[src/rtl/gpio_port_pkg.sv]
package gpio_port_pkg;
  localparam int unsigned PIN_COUNT = 8;
  localparam int unsigned APB_AW    = 12;
  localparam int unsigned APB_DW    = 32;

  // byte offsets of the control registers
  localparam int unsigned OFS_DIR   = 'h400;
  localparam int unsigned OFS_SENSE = 'h404;
  localparam int unsigned OFS_BOTH  = 'h408;
  localparam int unsigned OFS_POL   = 'h40C;
  localparam int unsigned OFS_IEN   = 'h410;
  localparam int unsigned OFS_RAW   = 'h414;
  localparam int unsigned OFS_MSK   = 'h418;
  localparam int unsigned OFS_CLR   = 'h41C;
  localparam int unsigned OFS_ALT   = 'h420;

  typedef enum logic [3:0] {
    SEL_NONE, SEL_DATA, SEL_DIR, SEL_SENSE, SEL_BOTH, SEL_POL,
    SEL_IEN, SEL_RAW, SEL_MSK, SEL_CLR, SEL_ALT
  } reg_sel_e;
endpackage

[src/rtl/gpio_sync.sv]
module gpio_sync #(
  parameter int unsigned W      = 8,
  parameter int unsigned STAGES = 2
) (
  input  logic         clk,
  input  logic         rst,
  input  logic [W-1:0] din,
  output logic [W-1:0] dout
);
  logic [W-1:0] stage_q [STAGES];

  for (genvar s = 0; s < STAGES; s++) begin : g_stage
    if (s == 0) begin : g_first
      always_ff @(posedge clk) begin
        if (rst) stage_q[s] <= '0;
        else     stage_q[s] <= din;
      end
    end else begin : g_next
      always_ff @(posedge clk) begin
        if (rst) stage_q[s] <= '0;
        else     stage_q[s] <= stage_q[s-1];
      end
    end
  end

  assign dout = stage_q[STAGES-1];
endmodule

[src/rtl/gpio_irq_engine.sv]
module gpio_irq_engine #(
  parameter int unsigned W = 8
) (
  input  logic         clk,
  input  logic         rst,
  input  logic [W-1:0] level_in,
  input  logic [W-1:0] sense,
  input  logic [W-1:0] both,
  input  logic [W-1:0] pol,
  input  logic [W-1:0] ien,
  input  logic [W-1:0] clr,
  output logic [W-1:0] raw_o,
  output logic         irq_o
);
  logic [W-1:0] prev_q;
  logic [W-1:0] raw_q;
  logic [W-1:0] edge_hit;
  logic [W-1:0] level_hit;
  logic         irq_q;

  for (genvar i = 0; i < W; i++) begin : g_det
    logic rise, fall;
    assign rise         = level_in[i] & ~prev_q[i];
    assign fall         = ~level_in[i] & prev_q[i];
    assign edge_hit[i]  = both[i] ? (rise | fall) : (pol[i] ? rise : fall);
    assign level_hit[i] = pol[i] ? level_in[i] : ~level_in[i];
  end

  always_ff @(posedge clk) begin
    if (rst) begin
      prev_q <= '0;
      raw_q  <= '0;
      irq_q  <= 1'b0;
    end else begin
      prev_q <= level_in;
      raw_q  <= (sense & level_hit) | (~sense & ((raw_q & ~clr) | edge_hit));
      irq_q  <= |(raw_q & ien);
    end
  end

  assign raw_o = raw_q;
  assign irq_o = irq_q;

  // edge-mode status only drops through a clear write
  assert_edge_sticky_R7: assert property (@(posedge clk) disable iff (rst)
    (($past(raw_q) & ~raw_q & ~$past(sense) & ~$past(clr)) == '0));

  // the interrupt line needs an enabled pending bit one cycle earlier
  assert_irq_source_R9: assert property (@(posedge clk) disable iff (rst)
    irq_q |-> $past(|(raw_q & ien)));

  assert_irq_masked_R9: assert property (@(posedge clk) disable iff (rst)
    (ien == '0) |=> !irq_q);
endmodule

[src/rtl/gpio_pin_mux.sv]
module gpio_pin_mux #(
  parameter int unsigned W = 8
) (
  input  logic         clk,
  input  logic         rst,
  input  logic [W-1:0] alt_sel,
  input  logic [W-1:0] sw_out,
  input  logic [W-1:0] sw_oe,
  input  logic [W-1:0] hw_out,
  input  logic [W-1:0] hw_oe,
  output logic [W-1:0] pin_out,
  output logic [W-1:0] pin_oe
);
  for (genvar p = 0; p < W; p++) begin : g_pin
    logic o_q, e_q;
    always_ff @(posedge clk) begin
      if (rst) begin
        o_q <= 1'b0;
        e_q <= 1'b0;
      end else if (alt_sel[p]) begin
        o_q <= hw_out[p];
        e_q <= hw_oe[p];
      end else begin
        o_q <= sw_out[p];
        e_q <= sw_oe[p];
      end
    end
    assign pin_out[p] = o_q;
    assign pin_oe[p]  = e_q;
  end

  // a software input pin is never driven
  assert_input_undriven_R4: assert property (@(posedge clk) disable iff (rst)
    ((~$past(sw_oe) & ~$past(alt_sel) & pin_oe) == '0));
endmodule

[src/rtl/gpio_port_apb.sv]
module gpio_port_apb
  import gpio_port_pkg::*;
#(
  parameter int unsigned NPINS       = PIN_COUNT,
  parameter int unsigned AW          = APB_AW,
  parameter int unsigned DW          = APB_DW,
  parameter int unsigned SYNC_STAGES = 2
) (
  input  logic             clk,
  input  logic             rst,
  input  logic             psel,
  input  logic             penable,
  input  logic             pwrite,
  input  logic [AW-1:0]    paddr,
  input  logic [DW-1:0]    pwdata,
  output logic [DW-1:0]    prdata,
  output logic             pready,
  output logic             pslverr,
  input  logic [NPINS-1:0] pin_in,
  output logic [NPINS-1:0] pin_out,
  output logic [NPINS-1:0] pin_oe,
  input  logic [NPINS-1:0] hw_out,
  input  logic [NPINS-1:0] hw_oe,
  output logic             irq_out
);
  localparam int unsigned MASK_LO = 2;
  localparam int unsigned MASK_HI = MASK_LO + NPINS - 1;
  localparam int unsigned WIN_SH  = NPINS + 2;
  localparam logic [AW-1:0] A_DIR   = AW'(OFS_DIR);
  localparam logic [AW-1:0] A_SENSE = AW'(OFS_SENSE);
  localparam logic [AW-1:0] A_BOTH  = AW'(OFS_BOTH);
  localparam logic [AW-1:0] A_POL   = AW'(OFS_POL);
  localparam logic [AW-1:0] A_IEN   = AW'(OFS_IEN);
  localparam logic [AW-1:0] A_RAW   = AW'(OFS_RAW);
  localparam logic [AW-1:0] A_MSK   = AW'(OFS_MSK);
  localparam logic [AW-1:0] A_CLR   = AW'(OFS_CLR);
  localparam logic [AW-1:0] A_ALT   = AW'(OFS_ALT);

  reg_sel_e         sel;
  logic             wr_en, rd_setup;
  logic [NPINS-1:0] mask;
  logic [NPINS-1:0] data_q, dir_q, sense_q, both_q, pol_q, ien_q, alt_q;
  logic [NPINS-1:0] clr_pulse, pin_sync, raw_st, rd_val;
  logic [DW-1:0]    prdata_q;
  logic             unused_bits;

  assign wr_en    = psel & penable & pwrite;
  assign rd_setup = psel & ~penable & ~pwrite;
  assign mask     = paddr[MASK_HI:MASK_LO];
  assign unused_bits = ^{paddr[1:0], pwdata[DW-1:NPINS]};

  always_comb begin
    sel = SEL_NONE;
    if ((paddr >> WIN_SH) == '0) begin
      sel = SEL_DATA;
    end else begin
      case ({paddr[AW-1:2], 2'b00})
        A_DIR:   sel = SEL_DIR;
        A_SENSE: sel = SEL_SENSE;
        A_BOTH:  sel = SEL_BOTH;
        A_POL:   sel = SEL_POL;
        A_IEN:   sel = SEL_IEN;
        A_RAW:   sel = SEL_RAW;
        A_MSK:   sel = SEL_MSK;
        A_CLR:   sel = SEL_CLR;
        A_ALT:   sel = SEL_ALT;
        default: sel = SEL_NONE;
      endcase
    end
  end

  always_ff @(posedge clk) begin
    if (rst) begin
      data_q  <= '0;
      dir_q   <= '0;
      sense_q <= '0;
      both_q  <= '0;
      pol_q   <= '0;
      ien_q   <= '0;
      alt_q   <= '0;
    end else if (wr_en) begin
      case (sel)
        SEL_DATA:  data_q  <= (data_q & ~mask) | (pwdata[NPINS-1:0] & mask);
        SEL_DIR:   dir_q   <= pwdata[NPINS-1:0];
        SEL_SENSE: sense_q <= pwdata[NPINS-1:0];
        SEL_BOTH:  both_q  <= pwdata[NPINS-1:0];
        SEL_POL:   pol_q   <= pwdata[NPINS-1:0];
        SEL_IEN:   ien_q   <= pwdata[NPINS-1:0];
        SEL_ALT:   alt_q   <= pwdata[NPINS-1:0];
        default:   ;
      endcase
    end
  end

  assign clr_pulse = (wr_en && sel == SEL_CLR) ? pwdata[NPINS-1:0] : '0;

  gpio_sync #(.W(NPINS), .STAGES(SYNC_STAGES)) u_sync (
    .clk  (clk),
    .rst  (rst),
    .din  (pin_in),
    .dout (pin_sync)
  );

  gpio_irq_engine #(.W(NPINS)) u_irq (
    .clk      (clk),
    .rst      (rst),
    .level_in (pin_sync),
    .sense    (sense_q),
    .both     (both_q),
    .pol      (pol_q),
    .ien      (ien_q),
    .clr      (clr_pulse),
    .raw_o    (raw_st),
    .irq_o    (irq_out)
  );

  gpio_pin_mux #(.W(NPINS)) u_mux (
    .clk     (clk),
    .rst     (rst),
    .alt_sel (alt_q),
    .sw_out  (data_q),
    .sw_oe   (dir_q),
    .hw_out  (hw_out),
    .hw_oe   (hw_oe),
    .pin_out (pin_out),
    .pin_oe  (pin_oe)
  );

  always_comb begin
    case (sel)
      SEL_DATA:  rd_val = ((dir_q & data_q) | (~dir_q & pin_sync)) & mask;
      SEL_DIR:   rd_val = dir_q;
      SEL_SENSE: rd_val = sense_q;
      SEL_BOTH:  rd_val = both_q;
      SEL_POL:   rd_val = pol_q;
      SEL_IEN:   rd_val = ien_q;
      SEL_RAW:   rd_val = raw_st;
      SEL_MSK:   rd_val = raw_st & ien_q;
      SEL_ALT:   rd_val = alt_q;
      default:   rd_val = '0;
    endcase
  end

  always_ff @(posedge clk) begin
    if (rst)           prdata_q <= '0;
    else if (rd_setup) prdata_q <= {{(DW-NPINS){1'b0}}, rd_val};
  end

  assign prdata  = prdata_q;
  assign pready  = 1'b1;
  assign pslverr = 1'b0;

  assert_masked_write_R3: assert property (@(posedge clk) disable iff (rst)
    (wr_en && sel == SEL_DATA) |=> (((data_q ^ $past(data_q)) & ~$past(mask)) == '0));

  assert_masked_read_R2: assert property (@(posedge clk) disable iff (rst)
    (rd_setup && sel == SEL_DATA) |=> ((prdata_q & ~{{(DW-NPINS){1'b0}}, $past(mask)}) == '0));
endmodule

[config.mk]
export PLATFORM = sky130hd
export DESIGN_NAME = gpio_port_apb
export DESIGN_NICKNAME = d
export VERILOG_FILES = /design/src/rtl/gpio_port_pkg.sv /design/src/rtl/gpio_sync.sv /design/src/rtl/gpio_irq_engine.sv /design/src/rtl/gpio_pin_mux.sv /design/src/rtl/gpio_port_apb.sv
export SDC_FILE = /design/constraint.sdc
export NUM_CORES = 1
export LEC_CHECK = 0
export ABC_AREA = 1
export BUFFER_PORTS_ARGS = -buffer_cell sky130_fd_sc_hd__buf_2
export CELL_PAD_IN_SITES_DETAIL_PLACEMENT = 1
export CELL_PAD_IN_SITES_GLOBAL_PLACEMENT = 1
export CORE_MARGIN = 10
export CORE_UTILIZATION = 39
export DETAILED_ROUTE_END_ITERATION = 10
export GPL_TIMING_DRIVEN = 0
export PLACE_DENSITY = 0.85
export SYNTH_ARGS = -nofsm -noshare
export SYNTH_HDL_FRONTEND = slang
export SYNTH_SLANG_ARGS = --single-unit
[constraint.sdc]
create_clock -name clk -period 2.2 [get_ports clk]
set_clock_uncertainty 0.15 [all_clocks]
set_input_delay 0.44 -clock clk [delete_from_list [all_inputs] [get_ports clk]]
set_output_delay 0.44 -clock clk [all_outputs]
set_load 0.005 [all_outputs]
# Word level (Yosys, flattened, before mapping)
# Memories as Yosys holds them, arrays and structs flattened.
# Index checks and enable logic that the tools add are counted.
# totals
reg_bits	97
word_cells	171
n_memories	1
in_bits	73
ramBits	16
# memory_table
memory	words	width	read_ports	rd_ports_with_merged_regs	write_ports	line_no	text
u_sync.stage_q	2	8	2	0	2	gpio_sync.sv:10	logic [W-1:0] stage_q [STAGES];
# classes
n_mux	49
n_bitwise	65
reduce_logical	10
eq_ne	19
# ops
cell	count
$eq A10 B9 Y1 const B	9
$and A8 B8 Y8	9
$pmux W8 S9	1
$mux W1	43
$pmux W4 S9	1
$not A8 Y8	4
$or A8 B8 Y8	4
$mux W8	3
$and A1 B1 Y1	20
$not A1 Y1	18
$eq A4 B3 Y1 const B	4
$reduce_and A2 Y1	7
$eq A4 B4 Y1 const B	3
$logic_not A12 Y1	1
$or A1 B1 Y1	10
$eq A4 B2 Y1 const B	2
$reduce_or A8 Y1	1
$eq A4 B1 Y1 const B	1
$mux W4	1
$logic_and A1 B1 Y1	1

# Depth between registers and ports, before layout
# logic_depth
depth_word	11
depth_mapped	10
ltp_nobuf	10

# By module
# Synthesis repeated with hierarchy kept, for this count alone.
# unflattened
cells_unflattened	944
area_unflattened_um2	6363.6
# modules_own_cells
mod	area_each_um2	seq_area_each_um2	instances	cells_per_inst
gpio_port_apb	3798.6	1281.2	1	562
gpio_irq_engine	1310.0	340.3	1	218
gpio_pin_mux	780.7	320.3	1	114
gpio_sync	474.2	320.3	1	50

# Worst setup path before layout
# Ideal clock, no wire load.
# synth_timing
path_type	input -> register
startpoint	in paddr[9]
endpoint	reg sense_q[6]
arrival_ps	1505
setup_time_ps	119
cell_stages	8
n_path_buf	2
t_required_ps	1931
setup_slack_ps	426
path_cell_list	nor2_1 > nand2_1 > buf_4 > nor2_4 > nand3_1 > buf_2 > o21ai_0 > a21oi_1
# synth_between
elab_chain_len	5
word_cells_on_any_way	13
# synth_lines
item	line_no	text
from (decl)	gpio_port_apb.sv:14	input logic [AW-1:0] paddr,
$eq A10 B9 Y1	gpio_port_apb.sv:57	case ({paddr[AW-1:2], 2'b00})
$pmux W4 S9 (*)	gpio_port_apb.sv:57	
$mux W4 (*)	gpio_port_apb.sv:54	if ((paddr >> WIN_SH) == '0) begin
$eq A4 B2 Y1 (*)	gpio_port_apb.sv:82	case (sel)
$reduce_and A2 Y1 (no line) (*)	n/a	
to (signal assigned)	gpio_port_apb.sv:85	SEL_SENSE: sense_q <= pwdata[NPINS-1:0];
to (decl)	gpio_port_apb.sv:42	logic [NPINS-1:0] data_q, dir_q, sense_q, both_q, pol_q, ien_q, alt_q;
# Every way passes the cells marked *; elsewhere a longest branch is shown, timed or not.
# A chain may end at the register's enable or synchronous reset.

# Worst setup path in the final report
# layout_timing
startpoint	in paddr[5]
endpoint	reg dir_q[5]
# layout_between
elab_chain_len	5
word_cells_on_any_way	13
# layout_lines
item	line_no	text
$eq A10 B9 Y1	gpio_port_apb.sv:57	
$pmux W4 S9 (*)	gpio_port_apb.sv:57	
$mux W4 (*)	gpio_port_apb.sv:54	
$eq A4 B2 Y1 (*)	gpio_port_apb.sv:82	
$reduce_and A2 Y1 (no line) (*)	n/a	
to (signal assigned)	gpio_port_apb.sv:84	SEL_DIR: dir_q <= pwdata[NPINS-1:0];
to (decl)	gpio_port_apb.sv:42	
# Marks and branches as above.

==> results.md <==
- Number of global-route vias before repair: 5647
- Later-pin clock latency in the skew report: 0.43 ns
- Post-CTS Resized: 0
- Worst R2R Setup Slack: 0.55 ns
- H-tree depth: 4
- Overflow after GRT: 0
- Largest family of logic cells by synthesized area: simple AND/OR/NAND/NOR gates
- Max transition margin: 41.0%
- Placement row count: 43
- Simple-gate share of the synthesized area: 23.5%
- Worst-path clk slew: 0.06 ns
- FF-to-FF End: u_irq.raw_o[4]$_SDFF_PP0_
- Die span in x: 140 um
- Placed cell count: 1033
- DR vias: 5350
- Status: complete, no violations
- Endpoints failing setup: 0
- Die ar.: 19500 um2
- Final worst slack: 0.116 ns
- Routed Antenna Nets: 0
- Nets: 961
- Slew Limit Fails: 0
- Leakage: 3.05 nW
- Adder-cell share of the synthesized area: 3.59%
- Storage cell area: 2260 um2
- Synth Instances: 759
- Filler Cell Count: 1763
- Pwr Total: 0.00531 W
- Post-synthesis mux area share: 1.62%
- Fin crit period: 2.08 ns
- Max_cap viols: 0
- Input/output buffers: 70
- Synthesized area: 5570 um2
- Die Y: 140 um
- Fmax: 480 MHz
- Worst EP arrival: 2.24 ns
- Worst slack at placement: -0.244 ns
- Clock root buffer: clkbuf_16
- Max VDD drop: 0.000582 V
- CP Class: in -> reg
- Share of layout cells above drive strength 1: 20.5%
- Core area: 13900 um2
- Iteration-0 DRC Markers: 374
- Num ports: 124
- CP startpoint kind: input port
- Total CTS buffers: 17
- Post-Syn Area per Cell: 7.34 um2
- CTS Hold Bufs: 0
- FF-to-FF Start: u_sync.stage_q[1][4]$_SDFF_PP0_
- CTS tree: yes
- Ant diodes: 0
- Synth-to-Final Area Change: 23.2%
- Sequential area share after synthesis: 40.6%
- WL/cell: 17.5 um
- Synth Register Bits: 113
- Post-Layout Cell Count: 1065
- DP HPWL: 14.0 mm
- Crit-path max FO: 10
- Yosys Warn Count: 0
- Hold Crit Endpoint: u_sync.stage_q[0][4]$_SDFF_PP0_
- Measured slew at the worst slew-check pin: 0.879 ns
- Required time worst endpoint: 2.36 ns
- R2r worst-path depth: 5
- First-pass GRT wire length: 30.0 mm
- Global Route Usage Sum: 18.9%
- Post-route cell area: 6860 um2
- Worst Hold Launch: pin_in[4]
- Fin crit share: 94.7%
- RD Place Congestion: 0.894
- Setup repair after global routing missed its margin: no
- Hold/Removal Path Class: in -> reg
- Final WL: 18.6 mm
- Placed cell area: 6240 um2
- Post-CTS Setup Repair Bufs: 0
- Antenna violations before repair: 0
- P per Cell Area: 774 nW/um2
- Clock tree buffer depth: 2
- Setup_tns: 0 ns
- DR DRC count: 0
- Largest net degree at the start of global routing: 17
- Post-synthesis xor/xnor area fraction: 1.26%
- Cells on Worst Hold Path: 3
- Distinct cells, synth: 30
- Clock Sinks: 113
- Starting Density: 40.0%
- Worst setup EP type: flip-flop
- Final hold violations: 0
- Complex-gate fraction of the synthesized area: 15.6%
- Area occupied by multi-input gates: 2640 um2
- Via density: 5.02
- DR pass1 iterations: 4
metrics by stage:
| stage | hold slack [ns] | utilization (%) |
|---|---|---|
| 5_1_grt | 0.0770 | 49.2 |
| 3_5_place_dp | 0.246 | 44.8 |
| 3_3_place_gp | 0.239 | 44.8 |
| 4_1_cts | 0.0655 | 49.2 |
| 6_report | 0.0586 | 49.2 |
| 2_1_floorplan | 0.238 | - |
worst max-delay path, cell delays in order:
cell and delay, ns:
buf_2 0.13, nor2_1 0.31, nand2_1 0.11, nor2_2 0.35
nand3_1 0.35, buf_2 0.31, o21ai_0 0.18, a21oi_1 0.06
report_power, final:
part	internal [W]	leakage, nW	switching (W)
Clock	0.00192	0.308	0.000987
Sequential	0.00207	0.915	0.0000175
Combinational	0.000109	1.83	0.000207
Total	0.00410	3.05	0.00121
metal layers:
metal	global-route usage, %	wire [um]	share of wire (%)
met1	22.4	8060	43
met4	9.45	505	2.7
met5	0	0	0
met3	3.88	985	5.3
met2	31.8	9080	49
worst max-delay path by stage:
stage                              end  cells past startpoint  slack, ns  startpoint
3_5_place_dp     dir_q[6]$_SDFFE_PP0P_                      8      -0.24    paddr[5]
6_report         dir_q[5]$_SDFFE_PP0P_                      8       0.12    paddr[5]
3_3_place_gp     dir_q[5]$_SDFFE_PP0P_                      8      -0.27    paddr[5]
5_1_grt          dir_q[6]$_SDFFE_PP0P_                      8       0.01    paddr[5]
2_1_floorplan  sense_q[6]$_SDFFE_PP0P_                      8       0.43    paddr[9]
4_1_cts          dir_q[5]$_SDFFE_PP0P_                      8       0.13    paddr[5]
synth_stat cells:
library cell,instances,area (um2)
nor3_2,2,20.0
clkinv_1,1,3.75
nor2_4,7,78.8
o211ai_1,4,30.0
xnor2_1,8,70.1
buf_4,43,323
dfxtp_1,113,2260
nor3_4,1,16.3
nor4_1,1,6.26
conb_1,2,7.51
a21oi_1,72,360
nand2_1,125,469
nor2_1,67,251
nand3b_1,1,7.51
o21ai_0,67,335
nand3_2,2,20.0
ha_1,16,200
clkbuf_1,15,56.3
o2111ai_1,4,35.0
nand3_1,80,400
a31oi_1,8,50.1
nor2_2,3,18.8
buf_2,5,25.0
mux2_2,8,90.1
inv_2,7,26.3
a211oi_1,8,60.1
buf_6,1,11.3
inv_1,83,312
buf_1,1,3.75
nor3_1,4,20.0
sequential cells by signal (all words and copies together), names as in the netlist, named ones only:
| name | flops |
|---|---|
| u_sync.stage_q | 16 |
| alt_q | 8 |
| both_q | 8 |
| dir_q | 8 |
| ien_q | 8 |
| pol_q | 8 |
| prdata | 8 |
| sense_q | 8 |
| u_irq.prev_q | 8 |
| u_irq.raw_o | 8 |
| u_mux.g_pin.e_q | 8 |
| u_mux.g_pin.o_q | 8 |
| u_irq.irq_o | 1 |
layout make-up:
cell class                 count  area share [%]
multi-input combinational    514            38.4
inverter                      91            4.98
timing repair buffer          70            5.11
clock inverter                10            1.90
clock buffer                  22            7.20
buffer                        65            6.11
tap                          180            3.28
sequential                   113            33.0
logic make-up (layout without fill, tap and decap cells):
group,count (synthesis),after routing
buffers and inverters,156,258
DFF,113,113
xor gates and xnor gates,8,8
muxes,8,8
adders and majority gates,16,16
and+or+nand+nor,293,293
AOI/OAI and AO/OA,163,163
other,2,26
cells in the final DEF (no fill, tap or decap), types with 5 or more instances in the layout:
master     count
a31oi_1        8
dfxtp_1      113
o21ai_0       67
buf_2         75
clkbuf_16     17
nor2_4         7
a21oi_1       72
clkinv_2       5
mux2_2         8
clkbuf_1      15
inv_1         83
ha_1          16
xnor2_1        8
clkbuf_8       5
buf_4         43
nand2_1      125
nor2_1        67
conb_1        26
a211oi_1       8
inv_2          7
nand3_1       80
(Power assumes the default switching activity.)
